## config.mk

```make
export PLATFORM = sky130hd
export DESIGN_NAME = srr_read_seq
export DESIGN_NICKNAME = d
export VERILOG_FILES = /design/src/rtl/srr_pkg.sv /design/src/rtl/srr_fsm.sv /design/src/rtl/srr_hold.sv /design/src/rtl/srr_judge.sv /design/src/rtl/srr_read_seq.sv
export SDC_FILE = /design/constraint.sdc
export NUM_CORES = 1
export LEC_CHECK = 0
export BUFFER_PORTS_ARGS = -buffer_cell sky130_fd_sc_hd__clkbuf_2
export CAP_MARGIN = 20
export CELL_PAD_IN_SITES_DETAIL_PLACEMENT = 0
export CELL_PAD_IN_SITES_GLOBAL_PLACEMENT = 2
export CORE_MARGIN = 1
export CORE_UTILIZATION = 37
export CTS_CLUSTER_DIAMETER = 120
export DETAILED_ROUTE_END_ITERATION = 8
export GPL_TIMING_DRIVEN = 0
export HOLD_SLACK_MARGIN = 0.1
export PLACE_DENSITY = 0.88
export SKIP_CTS_REPAIR_TIMING = 1
export SYNTH_ARGS = -nofsm -noshare
export SYNTH_HDL_FRONTEND = slang
export SYNTH_SLANG_ARGS = --single-unit
```

## constraint.sdc

```tcl
create_clock -name clk -period 6.14 [get_ports clk]
set_input_delay 1.228 -clock clk [delete_from_list [all_inputs] [get_ports clk]]
set_output_delay 1.228 -clock clk [all_outputs]
set_load 0.05 [all_outputs]
```

## src/rtl/srr_pkg.sv

```systemverilog
package srr_pkg;

    localparam int SRR_CODE_W = 12;

    typedef enum logic [3:0] {
        ST_IDLE,
        ST_SNS1,
        ST_WRK1,
        ST_SNS2,
        ST_WRK2,
        ST_SNS3,
        ST_CMP,
        ST_RSTR,
        ST_DONE
    } srr_state_e;

    typedef enum logic {
        MODE_SINGLE = 1'b0,
        MODE_DUAL   = 1'b1
    } srr_mode_e;

    typedef struct packed {
        logic       sense_en;
        logic       hold;
        logic [1:0] slot;
        logic       wr_en;
        logic       wr_bit;
        logic       cmp;
        logic       done;
        logic       busy;
    } srr_ctl_t;

    function automatic int srr_cnt_w(input int a, input int b);
        int m;
        m = (a > b) ? a : b;
        return (m < 2) ? 1 : $clog2(m);
    endfunction

    function automatic logic srr_is_sense(input srr_state_e s);
        return (s == ST_SNS1) || (s == ST_SNS2) || (s == ST_SNS3);
    endfunction

    function automatic logic srr_is_write(input srr_state_e s);
        return (s == ST_WRK1) || (s == ST_WRK2) || (s == ST_RSTR);
    endfunction

endpackage

```

## src/rtl/srr_fsm.sv

```systemverilog
module srr_fsm
    import srr_pkg::*;
#(
    parameter int SENSE_CYC   = 2,
    parameter int WRITE_CYC   = 3,
    parameter int SHIFT_W     = 4,
    parameter bit FIRST_KNOWN = 1'b0
) (
    input  logic               clk,
    input  logic               rst,
    input  logic               start_i,
    input  logic               mode_i,
    input  logic [SHIFT_W-1:0] shift_i,
    input  logic               bit_now_i,
    input  logic               rec_bit_i,
    output srr_ctl_t           ctl_o,
    output srr_mode_e          mode_q_o,
    output logic [SHIFT_W-1:0] shift_q_o
);

    localparam int CNT_W = srr_cnt_w(SENSE_CYC, WRITE_CYC);
    localparam logic [CNT_W-1:0] SENSE_LD = CNT_W'(SENSE_CYC - 1);
    localparam logic [CNT_W-1:0] WRITE_LD = CNT_W'(WRITE_CYC - 1);
    localparam logic KNOWN_A = FIRST_KNOWN;
    localparam logic KNOWN_B = ~FIRST_KNOWN;

    srr_state_e         state_q, state_d;
    logic [CNT_W-1:0]   cnt_q, cnt_ld;
    srr_mode_e          mode_q;
    logic [SHIFT_W-1:0] shift_q;
    logic               phase_last;
    logic               idle_like;
    logic               last_known;

    assign phase_last = (cnt_q == '0);
    assign idle_like  = (state_q == ST_IDLE) || (state_q == ST_DONE);
    assign last_known = (mode_q == MODE_DUAL) ? KNOWN_B : KNOWN_A;

    // step sequencing
    always_comb begin
        state_d = state_q;
        unique case (state_q)
            ST_IDLE, ST_DONE: begin
                if (start_i) state_d = ST_SNS1;
                else         state_d = ST_IDLE;
            end
            ST_SNS1: if (phase_last) state_d = ST_WRK1;
            ST_WRK1: if (phase_last) state_d = ST_SNS2;
            ST_SNS2: if (phase_last) state_d = (mode_q == MODE_DUAL) ? ST_WRK2 : ST_CMP;
            ST_WRK2: if (phase_last) state_d = ST_SNS3;
            ST_SNS3: if (phase_last) state_d = ST_CMP;
            ST_CMP:  state_d = (bit_now_i != last_known) ? ST_RSTR : ST_DONE;
            ST_RSTR: if (phase_last) state_d = ST_DONE;
            default: state_d = ST_IDLE;
        endcase
    end

    always_comb begin
        if (srr_is_sense(state_d))      cnt_ld = SENSE_LD;
        else if (srr_is_write(state_d)) cnt_ld = WRITE_LD;
        else                            cnt_ld = '0;
    end

    always_ff @(posedge clk) begin
        if (rst) begin
            state_q <= ST_IDLE;
            cnt_q   <= '0;
            mode_q  <= MODE_SINGLE;
            shift_q <= '0;
        end else begin
            state_q <= state_d;
            if (state_d != state_q) cnt_q <= cnt_ld;
            else if (!phase_last)   cnt_q <= cnt_q - 1'b1;
            if (idle_like && start_i) begin
                mode_q  <= srr_mode_e'(mode_i);
                shift_q <= shift_i;
            end
        end
    end

    // strobes toward the cell and the datapath
    always_comb begin
        ctl_o          = '0;
        ctl_o.sense_en = srr_is_sense(state_q);
        ctl_o.hold     = srr_is_sense(state_q) && phase_last;
        ctl_o.wr_en    = srr_is_write(state_q);
        ctl_o.cmp      = (state_q == ST_CMP);
        ctl_o.done     = (state_q == ST_DONE);
        ctl_o.busy     = !idle_like;
        unique case (state_q)
            ST_SNS2: ctl_o.slot = 2'd1;
            ST_SNS3: ctl_o.slot = 2'd2;
            default: ctl_o.slot = 2'd0;
        endcase
        unique case (state_q)
            ST_WRK1: ctl_o.wr_bit = KNOWN_A;
            ST_WRK2: ctl_o.wr_bit = KNOWN_B;
            ST_RSTR: ctl_o.wr_bit = rec_bit_i;
            default: ctl_o.wr_bit = 1'b0;
        endcase
    end

    assign mode_q_o  = mode_q;
    assign shift_q_o = shift_q;

endmodule

```

## src/rtl/srr_hold.sv

```systemverilog
module srr_hold #(
    parameter int CODE_W = 12,
    parameter int NSLOT  = 3
) (
    input  logic                         clk,
    input  logic                         rst,
    input  logic                         cap_i,
    input  logic [1:0]                   slot_i,
    input  logic [CODE_W-1:0]            code_i,
    output logic [NSLOT-1:0][CODE_W-1:0] vals_o
);

    for (genvar g = 0; g < NSLOT; g++) begin : g_slot
        always_ff @(posedge clk) begin
            if (rst)                                  vals_o[g] <= '0;
            else if (cap_i && (slot_i == 2'(g)))      vals_o[g] <= code_i;
        end
    end

endmodule

```

## src/rtl/srr_judge.sv

```systemverilog
module srr_judge
    import srr_pkg::*;
#(
    parameter int CODE_W      = 12,
    parameter int SHIFT_W     = 4,
    parameter bit FIRST_KNOWN = 1'b0
) (
    input  logic                     clk,
    input  logic                     rst,
    input  logic [2:0][CODE_W-1:0]   vals_i,
    input  srr_mode_e                mode_i,
    input  logic [SHIFT_W-1:0]       shift_i,
    input  logic                     cmp_i,
    output logic                     bit_now_o,
    output logic                     data_o
);

    localparam int EXT_W = CODE_W + 1;

    logic [EXT_W-1:0] cell_x, knw1_x, knw2_x;
    logic [EXT_W-1:0] ref_single, ref_dual, ref_sel;
    logic [EXT_W-1:0] dual_sum;

    assign cell_x = {1'b0, vals_i[0]};
    assign knw1_x = {1'b0, vals_i[1]};
    assign knw2_x = {1'b0, vals_i[2]};

    // known level low: raise it toward the midpoint; known level high: lower it
    if (FIRST_KNOWN == 1'b0) begin : g_scale_up
        assign ref_single = knw1_x + (knw1_x >> shift_i);
    end else begin : g_scale_down
        assign ref_single = knw1_x - (knw1_x >> shift_i);
    end

    assign dual_sum = knw1_x + knw2_x;
    assign ref_dual = dual_sum >> 1;
    assign ref_sel  = (mode_i == MODE_DUAL) ? ref_dual : ref_single;

    assign bit_now_o = (cell_x > ref_sel);

    always_ff @(posedge clk) begin
        if (rst)        data_o <= 1'b0;
        else if (cmp_i) data_o <= bit_now_o;
    end

endmodule

```

## src/rtl/srr_read_seq.sv

```systemverilog
module srr_read_seq
    import srr_pkg::*;
#(
    parameter int CODE_W      = SRR_CODE_W,
    parameter int SHIFT_W     = $clog2(CODE_W),
    parameter int SENSE_CYC   = 2,
    parameter int WRITE_CYC   = 3,
    parameter bit FIRST_KNOWN = 1'b0
) (
    input  logic               clk,
    input  logic               rst,
    input  logic               start_i,
    input  logic               mode_i,
    input  logic [SHIFT_W-1:0] shift_i,
    output logic               sense_en_o,
    output logic               hold_o,
    input  logic [CODE_W-1:0]  sense_code_i,
    output logic               wr_en_o,
    output logic               wr_bit_o,
    output logic               cmp_o,
    output logic               data_o,
    output logic               done_o,
    output logic               busy_o
);

    localparam int NSLOT = 3;

    srr_ctl_t                     ctl;
    srr_mode_e                    mode_q;
    logic [SHIFT_W-1:0]           shift_q;
    logic [NSLOT-1:0][CODE_W-1:0] vals;
    logic                         bit_now;
    logic                         rec_bit;

    srr_fsm #(
        .SENSE_CYC  (SENSE_CYC),
        .WRITE_CYC  (WRITE_CYC),
        .SHIFT_W    (SHIFT_W),
        .FIRST_KNOWN(FIRST_KNOWN)
    ) u_fsm (
        .clk      (clk),
        .rst      (rst),
        .start_i  (start_i),
        .mode_i   (mode_i),
        .shift_i  (shift_i),
        .bit_now_i(bit_now),
        .rec_bit_i(rec_bit),
        .ctl_o    (ctl),
        .mode_q_o (mode_q),
        .shift_q_o(shift_q)
    );

    srr_hold #(
        .CODE_W(CODE_W),
        .NSLOT (NSLOT)
    ) u_hold (
        .clk   (clk),
        .rst   (rst),
        .cap_i (ctl.hold),
        .slot_i(ctl.slot),
        .code_i(sense_code_i),
        .vals_o(vals)
    );

    srr_judge #(
        .CODE_W     (CODE_W),
        .SHIFT_W    (SHIFT_W),
        .FIRST_KNOWN(FIRST_KNOWN)
    ) u_judge (
        .clk      (clk),
        .rst      (rst),
        .vals_i   (vals),
        .mode_i   (mode_q),
        .shift_i  (shift_q),
        .cmp_i    (ctl.cmp),
        .bit_now_o(bit_now),
        .data_o   (rec_bit)
    );

    assign sense_en_o = ctl.sense_en;
    assign hold_o     = ctl.hold;
    assign wr_en_o    = ctl.wr_en;
    assign wr_bit_o   = ctl.wr_bit;
    assign cmp_o      = ctl.cmp;
    assign done_o     = ctl.done;
    assign busy_o     = ctl.busy;
    assign data_o     = rec_bit;

endmodule

```

==> results of run 1 <==
==> worst reg2reg max path, cell delays in order (launching register included) <==
cell and delay [ns]:
dfxtp_1 0.32, clkbuf_1 0.33, buf_2 0.32, mux4_2 0.32
nand2_1 0.07, o21ai_0 0.08, o2bb2ai_1 0.16, ha_1 0.24
fa_1 0.43, a211oi_1 0.32, o31ai_2 0.14, a31oi_1 0.22
xor2_1 0.19, nor2_1 0.06, a21oi_1 0.15, ha_1 0.27
a2111o_1 0.37, a21oi_1 0.13, a211o_1 0.24, mux2i_1 0.45
a21oi_1 0.13
==> sequential cells by signal, indices dropped and copies added, names as in the netlist <==
| register | count |
|---|---|
| u_fsm.cnt_q | 2 |
| u_fsm.mode_q_o | 1 |
| u_fsm.shift_q_o | 4 |
| u_fsm.state_q | 4 |
| u_hold.vals_o | 36 |
| u_judge.data_o | 1 |
==> through the flow <==
| step | setup WS (ns) | area, um^2 | power [mW] |
|---|---|---|---|
| 4_1_cts | 1.12 | 4160 | 1.10 |
| 5_1_grt | 0.688 | 4160 | 1.18 |
| 2_1_floorplan | 1.79 | 3770 | 0.788 |
| 3_3_place_gp | 1.20 | 4070 | 0.903 |
| 3_5_place_dp | 1.15 | 4070 | 0.906 |
| 6_report | 1.07 | 4160 | 1.09 |
==> power breakdown <==
part	internal [mW]	switching [mW]	total, mW
logic	0.212	0.312	0.525
clock network	0.0817	0.112	0.194
registers	0.345	0.0308	0.376
==> final cells by class <==
type                            instances  area, um^2
Multi-Input combinational cell        372        2640
Timing Repair Buffer                   27         135
Sequential cell                        48         961
Fill cell                            1047        5660
Clock inverter                          1        8.76
Clock buffer                            7        76.3
Buffer                                 24         114
Tap cell                              133         166
Inverter                               16        60.1
==> routing by layer <==
layer  up-vias  global-route usage, %  wire length (um)
li1       1723                      -                 -
met1      1588                   29.1              5060
met2        59                   33.6              4570
met3         8                   2.37               374
met4         0                   4.44                72
met5         -                      0                 0
==> how the worst min path moves through the flow <==
| stage | endpoint | slack, ns | cells past startpoint | startpoint |
|---|---|---|---|---|
| 2_1_floorplan | u_hold.vals_o[26] | 0.44 | 2 | u_hold.vals_o[26] |
| 3_3_place_gp | u_hold.vals_o[27] | 0.45 | 2 | u_hold.vals_o[27] |
| 3_5_place_dp | u_hold.vals_o[33] | 0.46 | 2 | u_hold.vals_o[33] |
| 4_1_cts | u_hold.vals_o[33] | 0.47 | 2 | u_hold.vals_o[33] |
| 5_1_grt | u_hold.vals_o[33] | 0.49 | 2 | u_hold.vals_o[33] |
| 6_report | u_hold.vals_o[33] | 0.46 | 2 | u_hold.vals_o[33] |
==> kinds of logic after synthesis <==
family | after synthesis | share of synthesized area, %
AND/OR/NAND/NOR | 147 | 17.7
XOR/XNOR | 22 | 5.11
flip-flops | 48 | 25.5
buffers and inverters | 40 | 4.61
multiplexers | 48 | 13.9
AO/OA/AOI/OAI | 117 | 20.2
adder cells (fa/ha/maj) | 38 | 13.0
==> cells in the mapped netlist (all sizes together) (3+ instances only) <==
cell | count | area [um^2]
nand4 | 3 | 18.8
a21o | 4 | 30.0
clkbuf | 16 | 70.1
buf | 8 | 43.8
mux2 | 6 | 67.6
a21oi | 52 | 260
or3 | 5 | 31.3
inv | 15 | 56.3
o211ai | 3 | 22.5
o31ai | 5 | 42.5
mux4 | 3 | 67.6
o21a | 4 | 30.0
nor3 | 11 | 60.1
nand3 | 16 | 80.1
a211oi | 7 | 52.6
nand2 | 32 | 120
o21ai | 18 | 90.1
nor2 | 64 | 245
o21bai | 3 | 22.5
xnor2 | 12 | 105
and2 | 3 | 18.8
xor2 | 10 | 87.6
dfxtp | 48 | 961
ha | 36 | 450
mux2i | 39 | 390
==> impl_results.md, run 1 <==
- Ys async rst share: 0%
- Gpl congestion: roughly 0.85
- Critical Path Sink: u_fsm.state_q[2]
- # setup viols final: 0
- Mapped Nets: roughly 520
- Status: finished, final reports clean
- Achievable Freq: slightly below 200 MHz
- Worst-margin pin slew: between 0.7 and 0.8 ns
- CP startpoint: u_fsm.shift_q_o[1]
- Sequential fraction of the synthesis area: roughly a quarter
- CP Capture Type: register
- RSZ-0062 raised after global routing: false
- Final #Nets: around 550
- Leak pwr: approximately 1.7 nW
- Synth Flop Type: dfxtp_1
- CP top delay family: compound AO/OA/AOI/OAI gates
- Initial core utilization: around two fifths
- Die X: roughly 100 um
- Final core utilization: between 40% and 50%
- CTS max path bufs: 2
- Layout cells sized above 1: around an eighth
- Final std cells w/o fill: roughly 630
- Final Max Tran Viols: 0
- Io pins: 28
- TNS Setup: 0 ns
- Total Wirelength: between 10,000 and 15,000 um
- DRC viols: 0
- WHS: ~0.46 ns
- TritonCTS clock tree: yes
- RR Startpoint: u_fsm.shift_q_o[1]
- Number of synthesized flops with an enable pin: 0
- Fin Clk Skew: about 0.015 ns
- Per-cell routed wire length: 16.1 um
- Cells along the critical path: clkbuf_1 -> buf_2 -> mux4_2 -> nand2_1 -> o21ai_0 -> o2bb2ai_1 -> ha_1 -> fa_1 -> a211oi_1 -> o31ai_2 -> a31oi_1 -> xor2_1 -> nor2_1 -> a21oi_1 -> ha_1 -> a2111o_1 -> a21oi_1 -> a211o_1 -> mux2i_1 -> a21oi_1
- Rel. slew slack: about 53%
- Peak per-stage delay on the critical path: around 0.45 ns
- Crit path max fanout: 10
- Ant. Diodes: 0
- CP bufs+invs: 2
- Yosys warns: 0
- CP Class: reg -> reg
- Max-cap check violation count: 0
- Vias in the first global route: roughly 3,300
- Crit start category: register
- Final period util: around 83%
- Global-route wire length before repair: between 15,000 and 20,000 um
- R2r setup slk: between 1 and 1.5 ns
- Starting DRT DRC Count: ~140
- Site row count: 36
- Most common cell after layout, fill and taps aside: nor2_1
- Worst VDD drop: between 150 and 200 uV
- Placed cells: a little over 600
- Htree depth: 2
- Initial antenna violation count: 0
- Fin. Hold Viols: 0
- Num CTS Buffers: 5
- Die Area: ~11,000 um^2
- # clock sinks: between 40 and 50
- Detail-routed via count per cell: 5.38
- CP dominant cell by count: a21oi_1
- Number of synthesized register bits: 48
- Worst Path Arrival: 5.24 ns
- Height of the die: between 100 and 150 um
- Area Overhead vs Synth: 10.2%
- Placed wire-length estimate: approximately 8000 um
- Total congestion overflow: 0
- Drt pass-1 iters: 4
- Synth Cell Area: about 3800 um^2
- Critical path depth in cells: 20
- Cells on worst reg2reg path: 20
- Via Count: roughly 3,400
- Global Route Usage Sum: 20.6%
- Largest net degree at the start of global routing: 15
- WP data required: about 6.3 ns
- Port Buffers: 27
- Post-route ant nets: 0
- Slowest cell on the critical path: mux2i_1
- Syn_area_per_cell: between 8 and 9 um^2
- CORE AREA: slightly below 10,000 um^2
- Root Driver: clkbuf_8
- CTS clk-pin slew, worst paths: around 0.10 ns
- Clk_lat worst skew: about 0.31 ns
- Most frequent cells in the layout: nor2_1 (62), a21oi_1 (52), dfxtp_1 (48)
- RR Endpoint: u_fsm.state_q[2]
- Final min period: around 5.1 ns
- Pwr/cell area: between 200 and 300 nW/um^2
- Hold crit path type: reg -> reg
- Post-synth cell types: 60
- Cells after Synth: 460
Note: power is estimated with default switching activity, not from simulation.
==> inputs of run 2 (changes only) <==
--- a/config.mk
+++ b/config.mk
@@ -10,12 +10,12 @@
 export CELL_PAD_IN_SITES_DETAIL_PLACEMENT = 0
 export CELL_PAD_IN_SITES_GLOBAL_PLACEMENT = 2
 export CORE_MARGIN = 1
-export CORE_UTILIZATION = 37
+export CORE_UTILIZATION = 33
 export CTS_CLUSTER_DIAMETER = 120
 export DETAILED_ROUTE_END_ITERATION = 8
 export GPL_TIMING_DRIVEN = 0
 export HOLD_SLACK_MARGIN = 0.1
-export PLACE_DENSITY = 0.88
+export PLACE_DENSITY = 0.83
 export SKIP_CTS_REPAIR_TIMING = 1
 export SYNTH_ARGS = -nofsm -noshare
 export SYNTH_HDL_FRONTEND = slang
==> constraint.sdc (replaced) <==
create_clock -name clk -period 4.65 [get_ports clk]
set_input_delay 0.93 -clock clk [delete_from_list [all_inputs] [get_ports clk]]
set_output_delay 0.93 -clock clk [all_outputs]
set_load 0.05 [all_outputs]
==> run 2 against run 1 <==
Sequential cell count is the same. Sequential share of layout area shrank 0.57 points. Count of clock-buffer cells in the layout is the same. Highest routed layer unchanged. Critical endpoint is now u_fsm.state_q[3].
==> impl_results.md, run 2 (same netlist as run 1, synthesis figures left out) <==
- Post-route ant nets: 0 (unchanged)
- Placed cells: 627 (was 620)
- Cells along the critical path: buf_4 -> mux2i_1 -> o22a_1 -> or2_2 -> a21oi_1 -> ha_2 -> a2111oi_4 -> o31ai_4 -> a31oi_1 -> xor2_1 -> nor2_1 -> a21oi_1 -> ha_1 -> a2111o_1 -> a21oi_1 -> a211o_1 -> mux2_2 -> o31ai_2 (was clkbuf_1 -> buf_2 -> mux4_2 -> nand2_1 -> o21ai_0 -> o2bb2ai_1 -> ha_1 -> fa_1 -> a211oi_1 -> o31ai_2 -> a31oi_1 -> xor2_1 -> nor2_1 -> a21oi_1 -> ha_1 -> a2111o_1 -> a21oi_1 -> a211o_1 -> mux2i_1 -> a21oi_1)
- Register name with the most flops: u_hold.vals_o (unchanged)
- Worst-margin pin slew: 0.709 ns (was 0.704 ns)
- Vias in the first global route: 3,363 (was 3,297)
- Fin Clk Skew: 0.00728 ns (was 0.0151 ns)
- Total congestion overflow: 0 (unchanged)
- Setup WS pre-CTS: -0.383 ns (was 1.15 ns)
- DRC viols: 0 (unchanged)
- Cells on worst reg2reg path: 18 (was 20)
- Placed wire-length estimate: 8220 um (was 8040 um)
- Status: finished, final reports clean (unchanged)
- Htree depth: 2 (unchanged)
- Site row count: 38 (was 36)
- Slowest cell on the critical path: a2111oi_4 (was mux2i_1)
- Max reg flops: 36 (unchanged)
- Worst hold endpoint: u_hold.vals_o[26] (was u_hold.vals_o[33])
- Die X: 109 um (was 103 um)
- Per-cell routed wire length: 16.6 um (was 16.1 um)
- Most frequent cells in the layout: nor2_1 (62), a21oi_1 (52), mux2i_1 (38) (was nor2_1 (62), a21oi_1 (52), dfxtp_1 (48))
- Multi-input logic area: 2710 um^2 (was 2640 um^2)
- Io pins: 28 (unchanged)
- Final #Nets: 554 (was 552)
- Peak per-stage delay on the critical path: 0.41 ns (was 0.45 ns)
- Drt pass-1 iters: 4 (unchanged)
- Area Overhead vs Synth: 15.3% (was 10.2%)
- Leak pwr: 1.80 nW (was 1.74 nW)
- Most common cell after layout, fill and taps aside: nor2_1 (unchanged)
- Final WS setup: 0.171 ns (was 1.07 ns)
- Total Wirelength: 10,600 um (was 10,100 um)
- Rel. slew slack: 52.7% (was 53.1%)
- Hold crit path type: reg -> reg (unchanged)
- Global-route wire length before repair: 17,400 um (was 16,700 um)
- Port Buffers: 27 (unchanged)
- Num CTS Buffers: 5 (unchanged)
- CP dominant cell by count: a21oi_1 (unchanged)
- Largest net degree at the start of global routing: 15 (unchanged)
- Final period util: 96.3% (was 82.5%)
- # setup viols final: 0 (unchanged)
- CTS max path bufs: 2 (unchanged)
- Fin. Hold Viols: 0 (unchanged)
- Final Max Tran Viols: 0 (unchanged)
- Clk_lat worst skew: 0.29 ns (was 0.31 ns)
- Worst VDD drop: 219 uV (was 186 uV)
- Ant. Diodes: 0 (unchanged)
- Detail-routed via count per cell: 5.32 (was 5.38)
- HP Start: u_hold.vals_o[26] (was u_hold.vals_o[33])
- Crit start category: register (unchanged)
- Final min period: 4.48 ns (was 5.07 ns)
- Root Driver: clkbuf_16 (was clkbuf_8)
- Achievable Freq: 223 MHz (was 197 MHz)
- # clock sinks: 48 (unchanged)
- CP Class: reg -> reg (unchanged)
- Hold path depth: 2 (unchanged)
- Starting DRT DRC Count: 145 (was 139)
- TritonCTS clock tree: yes (unchanged)
- WP data required: 4.86 ns (was 6.32 ns)
- Die Area: 11,900 um^2 (was 10,600 um^2)
- Initial core utilization: 34.3% (was 38.4%)
- Worst Path Arrival: 4.69 ns (was 5.24 ns)
- CP bufs+invs: 1 (was 2)
- Pwr/cell area: 368 nW/um^2 (was 263 nW/um^2)
- Global Route Usage Sum: 19.2% (was 20.6%)
- Initial antenna violation count: 0 (unchanged)
- Max-cap check violation count: 0 (unchanged)
- Final std cells w/o fill: 637 (was 628)
- Layout cells sized above 1: 17.7% (was 12.5%)
- Filler cells: 1,124 (was 1,047)
- CTS clk-pin slew, worst paths: 0.07 ns (was 0.10 ns)
- Height of the die: 109 um (was 103 um)
- Via Count: 3,391 (was 3,378)
- RR Startpoint: u_fsm.shift_q_o[1] (unchanged)
- CP Capture Type: register (unchanged)
- CP top delay family: compound AO/OA/AOI/OAI gates (unchanged)
- Crit path max fanout: 7 (was 10)
- Reg area: 980 um^2 (was 961 um^2)
- CORE AREA: 11,000 um^2 (was 9820 um^2)
- R2r setup slk: 0.17 ns (was 1.07 ns)
- Gpl congestion: 0.836 (was 0.852)
- CP startpoint: u_fsm.shift_q_o[1] (unchanged)
- RR Endpoint: u_fsm.state_q[3] (was u_fsm.state_q[2])
[run 2: worst max path at each step]
stage | slack, ns | end | depth (start not counted)
final | 0.17 | u_fsm.state_q[3] | 18
after global routing | -0.03 | u_fsm.state_q[3] | 17
after CTS | -0.42 | u_fsm.cnt_q[1] | 20
after detailed placement | -0.38 | u_fsm.cnt_q[1] | 20
after global placement | -0.37 | u_fsm.cnt_q[1] | 20
after floorplan | 0.30 | u_fsm.state_q[3] | 20
[run 2: metrics by stage]
stage / power [mW] / area (um^2) / hold slack [ns] / setup TNS [ns] / util, %
floorplan: 1.04 / 3770 / 0.440 / 0 / -
global placement: 1.20 / 4080 / 0.451 / -1.67 / 37.2
detailed placement: 1.20 / 4080 / 0.453 / -1.79 / 37.2
CTS: 1.58 / 4220 / 0.463 / -2.01 / 38.5
global route: 1.71 / 4350 / 0.483 / -0.0939 / 39.6
finish: 1.60 / 4350 / 0.462 / 0 / 39.6
[run 2: layer usage]
metal	GRT usage, %	part of all wire [%]
met1	26.1	49
met4	4.73	1.2
met5	0	0
met2	32.1	46
met3	2.15	3.3
[run 2: final cells by class]
cell class / count / share of cell area, %
clock inverter: 1 / 0.201
sequential: 48 / 22.5
inverter: 16 / 1.38
buffer: 22 / 2.76
multi-input combinational: 372 / 62.2
clock buffer: 7 / 3.05
tap: 140 / 4.03
timing repair buffer: 31 / 3.80
[run 2: tightest hold or removal path, delay by kind of cell, from the launching register on]
kind	cells	cell delay [ns]
simple gates	1	0.05
compound gates	1	0.05
flops	1	0.32
[run 2: report_power, final]
part           internal (mW)  switching, mW
clock network          0.201          0.167
logic                  0.298          0.424
registers              0.458         0.0487
total                  0.958          0.640
